===== src/rtl/burst_addr_gen.sv =====
module burst_addr_gen #(
  parameter int ADDR_W    = 32,
  parameter int LEN_W     = 8,
  parameter int BYTE_BITS = 2
) (
  input  logic              clk,
  input  logic              rst_n,
  input  logic              req_valid,
  output logic              req_ready,
  input  logic [ADDR_W-1:0] req_addr,
  input  logic [LEN_W-1:0]  req_len,
  input  logic [1:0]        req_seq,
  input  logic              req_precise,
  input  logic              req_srmd,
  input  logic [LEN_W-1:0]  len_now,
  output logic              beat_valid,
  input  logic              beat_ready,
  output logic [ADDR_W-1:0] beat_addr,
  output logic              beat_last,
  output logic              beat_cmd
);
  localparam int WW = ADDR_W - BYTE_BITS;

  logic              busy;
  logic [LEN_W-1:0]  n_q, len_q;
  logic [ADDR_W-1:0] start_q;
  logic [1:0]        seq_q;
  logic              precise_q, srmd_q;

  logic [WW-1:0] w0, nx, mask, blk, word;

  assign w0   = start_q[ADDR_W-1:BYTE_BITS];
  assign nx   = WW'(n_q);
  assign mask = WW'(len_q) - WW'(1);
  assign blk  = w0 & ~mask;

  always_comb begin
    case (seq_q)
      2'b00:   word = w0 + nx;
      2'b01:   word = blk | ((w0 + nx) & mask);
      2'b10:   word = w0;
      default: word = blk | ((w0 ^ nx) & mask);
    endcase
  end

  assign req_ready  = !busy;
  assign beat_valid = busy;
  assign beat_addr  = {word, start_q[BYTE_BITS-1:0]};
  assign beat_last  = precise_q ? (n_q == len_q - LEN_W'(1)) : (len_now == LEN_W'(1));
  assign beat_cmd   = !srmd_q || (n_q == '0);

  always_ff @(posedge clk) begin
    if (!rst_n) begin
      busy      <= 1'b0;
      n_q       <= '0;
      len_q     <= '0;
      start_q   <= '0;
      seq_q     <= 2'b00;
      precise_q <= 1'b0;
      srmd_q    <= 1'b0;
    end else if (req_valid && req_ready) begin
      busy      <= 1'b1;
      n_q       <= '0;
      len_q     <= req_len;
      start_q   <= req_addr;
      seq_q     <= req_seq;
      precise_q <= req_precise;
      srmd_q    <= req_srmd;
    end else if (beat_valid && beat_ready) begin
      if (beat_last) busy <= 1'b0;
      else           n_q  <= n_q + LEN_W'(1);
    end
  end
endmodule


===== config.mk =====
export PLATFORM = sky130hd
export DESIGN_NAME = burst_addr_gen
export DESIGN_NICKNAME = d
export VERILOG_FILES = /design/src/rtl/burst_addr_gen.sv
export SDC_FILE = /design/constraint.sdc
export NUM_CORES = 1
export LEC_CHECK = 0
export BUFFER_PORTS_ARGS = -buffer_cell sky130_fd_sc_hd__buf_2
export CORE_MARGIN = 10
export CORE_UTILIZATION = 35
export DETAILED_ROUTE_END_ITERATION = 8
export PLACE_DENSITY_LB_ADDON = 0.25
export SLEW_MARGIN = 20
export SYNTH_ARGS = -nofsm -noshare
export SYNTH_HDL_FRONTEND = slang
export SYNTH_SLANG_ARGS = --single-unit

===== constraint.sdc =====
create_clock -name clk -period 2.8 [get_ports clk]
set_clock_uncertainty 0.15 [all_clocks]
set_input_delay 0.14 -clock clk [delete_from_list [all_inputs] [get_ports clk]]
set_output_delay 0.14 -clock clk [all_outputs]
set_load 0.02 [all_outputs]

==> results of run 1 <==
==> worst max-delay path, stage by stage, from the launching register on <==
cell and delay [ns]:
dfxtp_2 0.34, inv_2 0.06, ha_4 0.12, or4b_4 0.45, or4_4 0.45, a21oi_4 0.15
and2_4 0.17, buf_4 0.10, buf_8 0.10, buf_12 0.12, nand2_8 0.06, nor2_4 0.14
xor2_2 0.16, buf_6 0.14
==> flip-flops by register name, summed over array words and instances, names as in the netlist <==
register and count:
seq_q 2, n_q 8, len_q 8, beat_valid 1
srmd_q 1, start_q 32, precise_q 1
==> cell type report <==
cell class	instances	area (sq um)	share of cell area [%]
multi-input combinational	372	2670	49.7
timing repair buffer	173	1310	24.5
sequential	53	1070	20.0
tap	133	166	3.10
clock buffer	6	72.6	1.35
inverter	16	60.1	1.12
clock inverter	2	13.8	0.256
==> routing by layer <==
metal,up-vias,global-route usage [%],routed length (um)
met5,-,0,0
met4,0,4.52,205
met3,12,2.79,429
met2,85,27.5,6020
met1,1807,18.6,5120
li1,1929,-,-
==> cells in the mapped netlist, types with 3 or more instances <==
cell / number / area, sq um
xor2_1: 5 / 43.8
buf_4: 3 / 22.5
nand2b_1: 6 / 37.5
a21boi_0: 46 / 345
xnor2_1: 31 / 272
nor3_1: 4 / 20.0
o211ai_1: 4 / 30.0
a21o_1: 3 / 22.5
nand4_1: 10 / 62.6
and3_1: 10 / 62.6
nand3_1: 20 / 100
mux2i_1: 5 / 50.1
and2_1: 5 / 31.3
dfxtp_1: 53 / 1060
nor2_1: 16 / 60.1
inv_1: 16 / 60.1
or4_1: 4 / 30.0
clkbuf_1: 24 / 90.1
ha_1: 11 / 138
nand2_1: 114 / 428
buf_2: 3 / 15.0
or3_1: 6 / 37.5
a21oi_1: 17 / 85.1
o21ai_0: 10 / 50.1
==> through the flow <==
stage	TNS (ns)	power (W)	utilization [%]	setup slack, ns
after floorplan	0	0.00112	-	0.00949
after global placement	-0.0876	0.00126	43.1	-0.0676
after detailed placement	-0.201	0.00127	43.1	-0.0822
after CTS	-4.57	0.00182	51.4	-0.339
after global routing	-9.02	0.00197	54.4	-0.456
final	-6.55	0.00186	54.4	-0.364
==> power by group <==
| group | internal (W) | leakage, nW | total, W | switching, W |
|---|---|---|---|---|
| Sequential | 0.000792 | 0.438 | 0.000841 | 0.0000493 |
| Combinational | 0.000292 | 1.76 | 0.000571 | 0.000279 |
| Clock | 0.000179 | 0.0456 | 0.000452 | 0.000272 |
| Total | 0.00126 | 2.24 | 0.00186 | 0.000600 |
==> what timing repair did <==
| action | in CTS | in global routing |
|---|---|---|
| endpoints found under the setup margin | 25 | 32 |
| cloned | 2 | 0 |
| setup buffers | 5 | 7 |
| pin swaps | 19 | 20 |
| endpoints found under the hold margin | 45 | 0 |
| hold buffers | 46 | 0 |
| gates resized for setup | 66 | 53 |
==> cell families (layout without fill, tap and decap cells) <==
group / Yosys count / count (layout) / synth area share, %
and+or+nand+nor: 214 / 214 / 28.8
xor gates and xnor gates: 37 / 37 / 9.30
DFF: 53 / 53 / 29.8
muxes: 6 / 6 / 1.72
AOI/OAI and AO/OA: 102 / 102 / 20.0
buffers and inverters: 48 / 197 / 5.68
adders and majority gates: 13 / 13 / 4.70
==> how the worst max path moves through the flow <==
stage,startpoint,end,depth (start not counted)
6_report,len_q[0]$_SDFFE_PN0P_,beat_addr[13],13
4_1_cts,len_q[0]$_SDFFE_PN0P_,beat_addr[31],11
2_1_floorplan,len_q[0]$_SDFFE_PN0P_,beat_addr[30],10
3_3_place_gp,len_q[0]$_SDFFE_PN0P_,beat_addr[31],11
5_1_grt,len_q[0]$_SDFFE_PN0P_,beat_addr[31],11
3_5_place_dp,len_q[0]$_SDFFE_PN0P_,beat_addr[31],11
==> impl_metrics.tcl, run 1 <==
set metrics [dict create \
    grt_pass1_vias 3876 \
    synthDistinctLibCells 61 \
    drt-initial-drc-count 203 \
    fin_cells 755 \
    cts_buffers 5 \
    post-route-min-period_ns 3.16 \
    ir_drop_mv 0.227 \
    synthFlopType "dfxtp_1" \
    hold_violations 0 \
    synth_cells 473 \
    fillCellCount 892 \
    drive_gt1_share_pct 32.8 \
    place_area_sq_um 4260 \
    cts_buffer_depth 2 \
    cts_sinks 53 \
    rr_worst_depth 13 \
    die_h_um 121 \
    fmax_mhz 316 \
    wl_per_cell_um 15.6 \
    rrSetupSlack_ns 0.05 \
    hold_ws_ns 0.179 \
    finalSetupViolations 23 \
    ioPinCount 92 \
    hold_depth 4 \
    timing.hold.worst.start "rst_n" \
    drc 0 \
    critPathMaxFanout 4 \
    layout_commonest_cell "nand2_1" \
    clk_pin_slew_ns 0.10 \
    grt_antenna_before_repair 0 \
    die_w_um 121 \
    syn-num-nets 541 \
    nets 689 \
    synthArstFlopShare_pct 0 \
    worstHoldPathType "input port to flop" \
    worstPathArrival_ns 2.87 \
    fin_crit_sh_pct 113 \
    synth.cell_area_sq_um 3570 \
    slew_viol_final 0 \
    reg2reg_from "len_q[0]$_SDFFE_PN0P_" \
    final_cell_mix "113 x nand2_1, 66 x buf_2, 48 x buf_4" \
    violations "setup timing" \
    ys_seq_elements 53 \
    grt_pass1_wl_um 18900 \
    cts-root-buf "clkbuf_8" \
    grt_max_degree 47 \
    cap_violations 0 \
    synth_edf_count 0 \
    rsz0062_at_grt "yes" \
    endpoint_kind "output pin" \
    fin_area_sq_um 5370 \
    yosysSeqAreaShare_pct 29.8 \
    p_leak_nw 2.24 \
    cts_tree "built" \
    gp_congestion 0.867 \
    relSlewSlack_pct 50.4 \
    hold_end "n_q[5]$_SDFFE_PP0P_" \
    h-tree-depth 2 \
    clkLatencyLatePin_ns 0.32 \
    grt-ovfl-total 0 \
    grt_usage_pct 15.5 \
    crit_path_start_kind "flop" \
    yosys_warnings 0 \
    die_area_sq_um 14600 \
    detail-route-antenna-nets 0 \
    avgSynthCellArea_sq_um 7.54 \
    io_buffers 91 \
    path_class "flop to output pin" \
    worstMarginPinSlew_ns 0.743 \
    antenna_cells 0 \
    hpwl_um 7980 \
    rows 36 \
    cp.required_ns 2.51 \
    postRouteWirelength_um 11800 \
    dr_total_vias 3833 \
    viasPerCell 5.08 \
    first_pass_iters 4 \
    core_sq_um 9860 \
    reg2reg_to "n_q[2]$_SDFFE_PP0P_" \
    status "finished with violations" \
    power_density_nw_per_um2 347 \
    dp_cells 688 \
    initial_core_util_pct 36.1 \
    layout_setup_ws_ns -0.364 \
    area_growth_pct 50.5 \
]
Note: power is estimated with default switching activity, not from simulation.
==> inputs of run 2 (changes only) <==
--- a/config.mk
+++ b/config.mk
@@ -7,8 +7,9 @@
 export LEC_CHECK = 0
 export BUFFER_PORTS_ARGS = -buffer_cell sky130_fd_sc_hd__buf_2
 export CORE_MARGIN = 10
-export CORE_UTILIZATION = 35
+export CORE_UTILIZATION = 48
 export DETAILED_ROUTE_END_ITERATION = 8
+export GPL_ROUTABILITY_DRIVEN = 0
 export PLACE_DENSITY_LB_ADDON = 0.25
 export SLEW_MARGIN = 20
 export SYNTH_ARGS = -nofsm -noshare
==> run 2 against run 1 <==
  * The run still ends with setup timing left
  * Sequential share of layout area grew 0.25 points
  * Die area shrank 23%
  * Final area shrank 1.5%
  * Wire length grew 4.4%
  * Sequential power is essentially flat
  * Final cell count shrank 3.2%
  * Highest routed layer unchanged
==> impl_metrics.tcl, run 2 (synthesis gave the netlist of run 1 again) <==
set metrics [dict create \
    combPwrFrac_pct 30.6 \
    die_h_um 106 \
    ir_drop_mv 0.244 \
    cts-root-buf "clkbuf_8" \
    endpoint_kind "output pin" \
    die_w_um 106 \
    final_core_util_pct 72.9 \
    area_growth_pct 48.3 \
    p_switching_w 0.000614 \
    drc 0 \
    swShare_pct 32.6 \
    layout_setup_ws_ns -0.399 \
    p_leak_nw 2.28 \
    relSlewSlack_pct 54.5 \
    rows 31 \
    grt-ovfl-total 0 \
    rr_worst_depth 13 \
    h-tree-depth 2 \
    clkLatencyLatePin_ns 0.32 \
    rrSetupSlack_ns 0.01 \
    worstMarginPinSlew_ns 0.681 \
    grt_antenna_before_repair 0 \
    p_seq_share_pct 44.7 \
    fin_cells 731 \
    seq_area_sq_um 1070 \
    drt-initial-drc-count 349 \
    postRouteWirelength_um 12300 \
    fin_crit_sh_pct 114 \
    drive_gt1_share_pct 32.1 \
    layout_commonest_cell "nand2_1" \
    p_int_w 0.00127 \
    top_regs "start_q: 32 flops, len_q: 8 flops, n_q: 8 flops" \
    antenna_cells 0 \
    fmax_mhz 313 \
    dr_total_vias 3991 \
    first_pass_iters 5 \
    timing.hold.worst.start "req_valid" \
    grt_pass1_vias 3894 \
    cts_sinks 53 \
    cts_tree "built" \
    top_register "start_q" \
    multi_input_area_sq_um 2560 \
    viasPerCell 5.46 \
    path_class "flop to output pin" \
    rsz0062_at_grt "yes" \
    hold_violations 0 \
    power_density_nw_per_um2 356 \
    worstHoldPathType "input port to flop" \
    initial_core_util_pct 49.2 \
    cts_buffers 5 \
    worstPathArrival_ns 2.91 \
    slew_viol_final 0 \
    power.share.clock_pct 24.6 \
    io_buffers 91 \
    ioPinCount 92 \
    crit_path_start_kind "flop" \
    grt_usage_pct 19.5 \
    fin_area_sq_um 5290 \
    setup_tns_ns -7.08 \
    hold_depth 3 \
    die_area_sq_um 11300 \
    grt_max_degree 47 \
    finalSetupViolations 25 \
    detail-route-antenna-nets 0 \
    critPathMaxFanout 5 \
    grt_pass1_wl_um 18600 \
    status "finished with violations" \
    hold_end "beat_valid$_SDFFE_PN0P_" \
    wl_per_cell_um 16.8 \
    cts_buffer_depth 2 \
    reg2reg_to "n_q[1]$_SDFFE_PP0P_" \
    final_cell_mix "113 x nand2_1, 66 x buf_2, 57 x buf_4" \
    cap_violations 0 \
    place_area_sq_um 4220 \
    fillCellCount 521 \
    hpwl_um 7500 \
    largest_register_ffs 32 \
    clk_pin_slew_ns 0.10 \
    reg2reg_from "len_q[0]$_SDFFE_PN0P_" \
    cp.required_ns 2.51 \
    post-route-min-period_ns 3.20 \
    dp_cells 655 \
    core_sq_um 7250 \
    nets 699 \
    violations "setup timing" \
]
## run 2: layout make-up
cell class | count | share of cell area, %
clock buffers | 5 | 1.30
well taps | 99 | 2.34
repair buffers | 183 | 26.1
multi-input cells | 372 | 48.5
inverters | 16 | 1.14
flip-flops and latches | 53 | 20.2
clock inverters | 3 | 0.473
## run 2: stage by stage
stage               power [W]  hold slack (ns)  setup slack (ns)
CTS                   0.00182          0.00821            -0.340
finish                0.00188           0.0261            -0.399
floorplan             0.00112           0.0981           0.00949
global route          0.00197           0.0105            -0.479
detailed placement    0.00126            0.241            -0.112
global placement      0.00125            0.236           -0.0222
## run 2: power groups by stage
| stage | sequential [W] | combinational (W) | clock (W) |
|---|---|---|---|
| 2_1_floorplan | 0.000838 | 0.000278 | 0 |
| 6_report | 0.000842 | 0.000576 | 0.000464 |
| 3_3_place_gp | 0.000851 | 0.000401 | 0 |
| 4_1_cts | 0.000837 | 0.000508 | 0.000472 |
| 3_5_place_dp | 0.000852 | 0.000412 | 0 |
| 5_1_grt | 0.000848 | 0.000621 | 0.000503 |
## run 2: worst max-delay path, stage by stage, from the launching register on
cell	delay (ns)
dfxtp_2	0.34
inv_2	0.06
ha_4	0.13
or4b_4	0.46
or4_4	0.46
a21oi_4	0.19
and2_4	0.17
and3_4	0.18
buf_6	0.11
and4_4	0.22
xor2_2	0.14
buf_6	0.13
## run 2: worst max-delay path by stage
stage | start | to | depth (start not counted)
6_report | len_q[0]$_SDFFE_PN0P_ | beat_addr[31] | 11
5_1_grt | len_q[0]$_SDFFE_PN0P_ | beat_addr[28] | 11
4_1_cts | len_q[0]$_SDFFE_PN0P_ | beat_addr[31] | 11
3_5_place_dp | n_q[0]$_SDFFE_PP0P_ | beat_addr[14] | 10
3_3_place_gp | n_q[0]$_SDFFE_PP0P_ | beat_addr[14] | 10
2_1_floorplan | len_q[0]$_SDFFE_PN0P_ | beat_addr[30] | 10
## run 2: what timing repair did
item | 4_1_cts | 5_1_grt
gates resized for setup | 61 | 34
endpoints found under the setup margin | 25 | 28
gates cloned | 1 | 1
pin swaps | 14 | 19
endpoints found under the hold margin | 45 | 0
setup buffers | 13 | 9
hold buffers | 45 | 0
## run 2: metal layers
layer / vias up / part of all wire [%] / wire length, um / track usage [%]
met5: - / 0 / 0 / 0
met4: 0 / 1.6 / 193 / 3.48
met3: 18 / 6.0 / 738 / 4.77
met2: 152 / 51 / 6270 / 34.3
met1: 1871 / 41 / 5100 / 23.6
li1: 1950 / - / - / -
==> inputs of run 3 (changes only) <==
--- a/config.mk
+++ b/config.mk
@@ -7,7 +7,8 @@
 export LEC_CHECK = 0
 export BUFFER_PORTS_ARGS = -buffer_cell sky130_fd_sc_hd__buf_2
 export CORE_MARGIN = 10
-export CORE_UTILIZATION = 48
+export CORE_UTILIZATION = 55
+export CTS_CLUSTER_DIAMETER = 200
 export DETAILED_ROUTE_END_ITERATION = 8
 export GPL_ROUTABILITY_DRIVEN = 0
 export PLACE_DENSITY_LB_ADDON = 0.25
==> constraint.sdc (replaced) <==
create_clock -name clk -period 4.03 [get_ports clk]
set_clock_uncertainty 0.15 [all_clocks]
set_input_delay 0.2015 -clock clk [delete_from_list [all_inputs] [get_ports clk]]
set_output_delay 0.2015 -clock clk [all_outputs]
set_load 0.02 [all_outputs]
==> run 3 against run 2 <==
  * The flow now finishes without violations
  * Sequential power fell by 30%
  * Via count down 6.1%
  * First-iteration DRC count shrank 55%
  * Global-route usage rose by 0.97 points
  * Final area shrank 14%
  * Combinational power shrank 48%
  * Hold slack improved by 0.019 ns
  * Register-to-register slack better by 1.2 ns
==> impl_metrics.tcl, run 3 (synthesis gave the netlist of run 1 again) <==
set metrics [dict create \
    p_int_w 0.000818 \
    clkLatencyLatePin_ns 0.32 \
    h-tree-depth 2 \
    initial_core_util_pct 56.5 \
    clk_pin_slew_ns 0.10 \
    seq_area_sq_um 1060 \
    busiest_layer "met2" \
    cts-root-buf "clkbuf_8" \
    cts_sinks 53 \
    gr-usage-met2_pct 34.0 \
    first_pass_iters 5 \
    postCtsResizedCells 0 \
    cts_buffer_depth 2 \
    p_switching_w 0.000394 \
    grt_max_degree 48 \
    dr_total_vias 3747 \
    timing.hold.worst.start "req_valid" \
    grt_use_met3_pct 5.83 \
    cts_hold_buf 44 \
    rr_worst_depth 9 \
    wl_per_cell_um 15.9 \
    crit_buf_inv 2 \
    path_class "flop to output pin" \
    fin_cells 665 \
    drt-initial-drc-count 157 \
    nets 655 \
    area_growth_pct 27.5 \
    worstPathCellList "inv_1 -> ha_1 -> or4b_4 -> or4_1 -> a21oi_1 -> and2_1 -> and3_1 -> and4_4 -> xor2_2 -> buf_2" \
    finalSetupViolations 0 \
    hpwl_um 7150 \
    cp.required_ns 3.68 \
    fin_crit_sh_pct 94.1 \
    status "finished clean" \
    place_area_sq_um 4000 \
    rrSetupSlack_ns 1.22 \
    power.share.clock_pct 26.9 \
    largest_register_ffs 32 \
    critPathMaxFanout 11 \
    multi_input_area_sq_um 2300 \
    core_sq_um 6310 \
    cts_tree "built" \
    cap_violations 0 \
    crit_family "simple AND/OR/NAND/NOR gates" \
    grt-ovfl-total 0 \
    ir_drop_mv 0.241 \
    grt_pass1_wl_um 17200 \
    dpl_worst_slack_ns 0.622 \
    top_register "start_q" \
    cp_slowest_stage_delay_ns 0.49 \
    rsz0062_at_grt "no" \
    layout_setup_ws_ns 0.239 \
    crit_slowest_cell "or4b_4" \
    die_area_sq_um 10100 \
    die_w_um 101 \
    p_leak_nw 1.93 \
    post-route-min-period_ns 3.79 \
    swShare_pct 32.5 \
    drc 0 \
    use_met1_pct 25.2 \
    p_seq_share_pct 48.4 \
    detail-route-antenna-nets 0 \
    worstHoldPathType "input port to flop" \
    relSlewSlack_pct 51.0 \
    die_h_um 101 \
    hold_end "beat_valid$_SDFFE_PN0P_" \
    ioPinCount 92 \
    combPwrFrac_pct 24.7 \
    io_buffers 91 \
    setup_tns_ns 0 \
    fin_area_sq_um 4550 \
    drive_gt1_share_pct 19.2 \
    hold_violations 0 \
    grt_usage_pct 20.5 \
    fmax_mhz 264 \
    path_depth 10 \
    worstMarginPinSlew_ns 0.734 \
    layout_commonest_cell "nand2_1" \
    dp_cells 612 \
    reg2reg_from "len_q[0]$_SDFFE_PN0P_" \
    top_regs "start_q: 32 flops, len_q: 8 flops, n_q: 8 flops" \
    postRouteWirelength_um 10500 \
    cts_setup_buffers 0 \
    final_cell_mix "114 x nand2_1, 91 x buf_2, 53 x dfxtp_1" \
    viasPerCell 5.63 \
    grt_antenna_before_repair 0 \
    hold_depth 3 \
    power_density_nw_per_um2 267 \
    reg2reg_to "n_q[0]$_SDFFE_PP0P_" \
    worstPathArrival_ns 3.44 \
    rows 29 \
    grt_pass1_vias 3548 \
    endpoint_kind "output pin" \
    fillCellCount 505 \
    cts_buffers 5 \
    slew_viol_final 0 \
    antenna_cells 0 \
    crit_path_start_kind "flop" \
]
-- run 3: cell type report --
cell class	instances	area share (%)
flip-flops and latches	53	23.3
clock inverters	3	0.578
clock buffers	5	1.51
multi-input cells	372	50.7
well taps	77	2.12
repair buffers	139	20.4
inverters	16	1.32
-- run 3: through the flow --
step           total power [W]  utilization [%]  hold slack [ns]
3_5_place_dp          0.000859             63.4            0.304
2_1_floorplan         0.000773                -            0.160
5_1_grt                0.00127             72.0           0.0459
4_1_cts                0.00121             71.8           0.0118
6_report               0.00121             72.0           0.0449
3_3_place_gp          0.000851             63.4            0.295
-- run 3: worst max-delay path by stage --
stage | from | to | slack [ns]
after floorplan | len_q[0]$_SDFFE_PN0P_ | beat_addr[25] | 1.16
after global placement | len_q[0]$_SDFFE_PN0P_ | beat_addr[31] | 0.70
after detailed placement | len_q[0]$_SDFFE_PN0P_ | beat_addr[31] | 0.62
after CTS | len_q[0]$_SDFFE_PN0P_ | beat_addr[31] | 0.26
after global routing | len_q[0]$_SDFFE_PN0P_ | beat_addr[31] | 0.01
final | len_q[0]$_SDFFE_PN0P_ | beat_addr[31] | 0.24
-- run 3: worst register-to-register path, cell delays in order (launching register included) --
cell and delay [ns]:
dfxtp_1 0.36, inv_1 0.07, ha_1 0.20, or4b_4 0.49
nor2_1 0.19, xnor2_1 0.13, nor4_1 0.33, and3_1 0.38
nand4b_1 0.23, mux2i_1 0.22
-- run 3: power groups by stage --
stage	combinational [W]	sequential, W	clock [W]
detailed placement	0.000261	0.000598	0
global placement	0.000254	0.000597	0
global route	0.000329	0.000592	0.000351
floorplan	0.000192	0.000581	0
CTS	0.000295	0.000586	0.000330
finish	0.000299	0.000587	0.000326
-- run 3: metal layers --
metal	part of all wire, %	vias to the layer above	wire length [um]
met1	43	1725	4550
met2	48	135	5030
met5	0	-	0
met4	1.9	0	205
met3	7.2	23	754
li1	-	1864	-
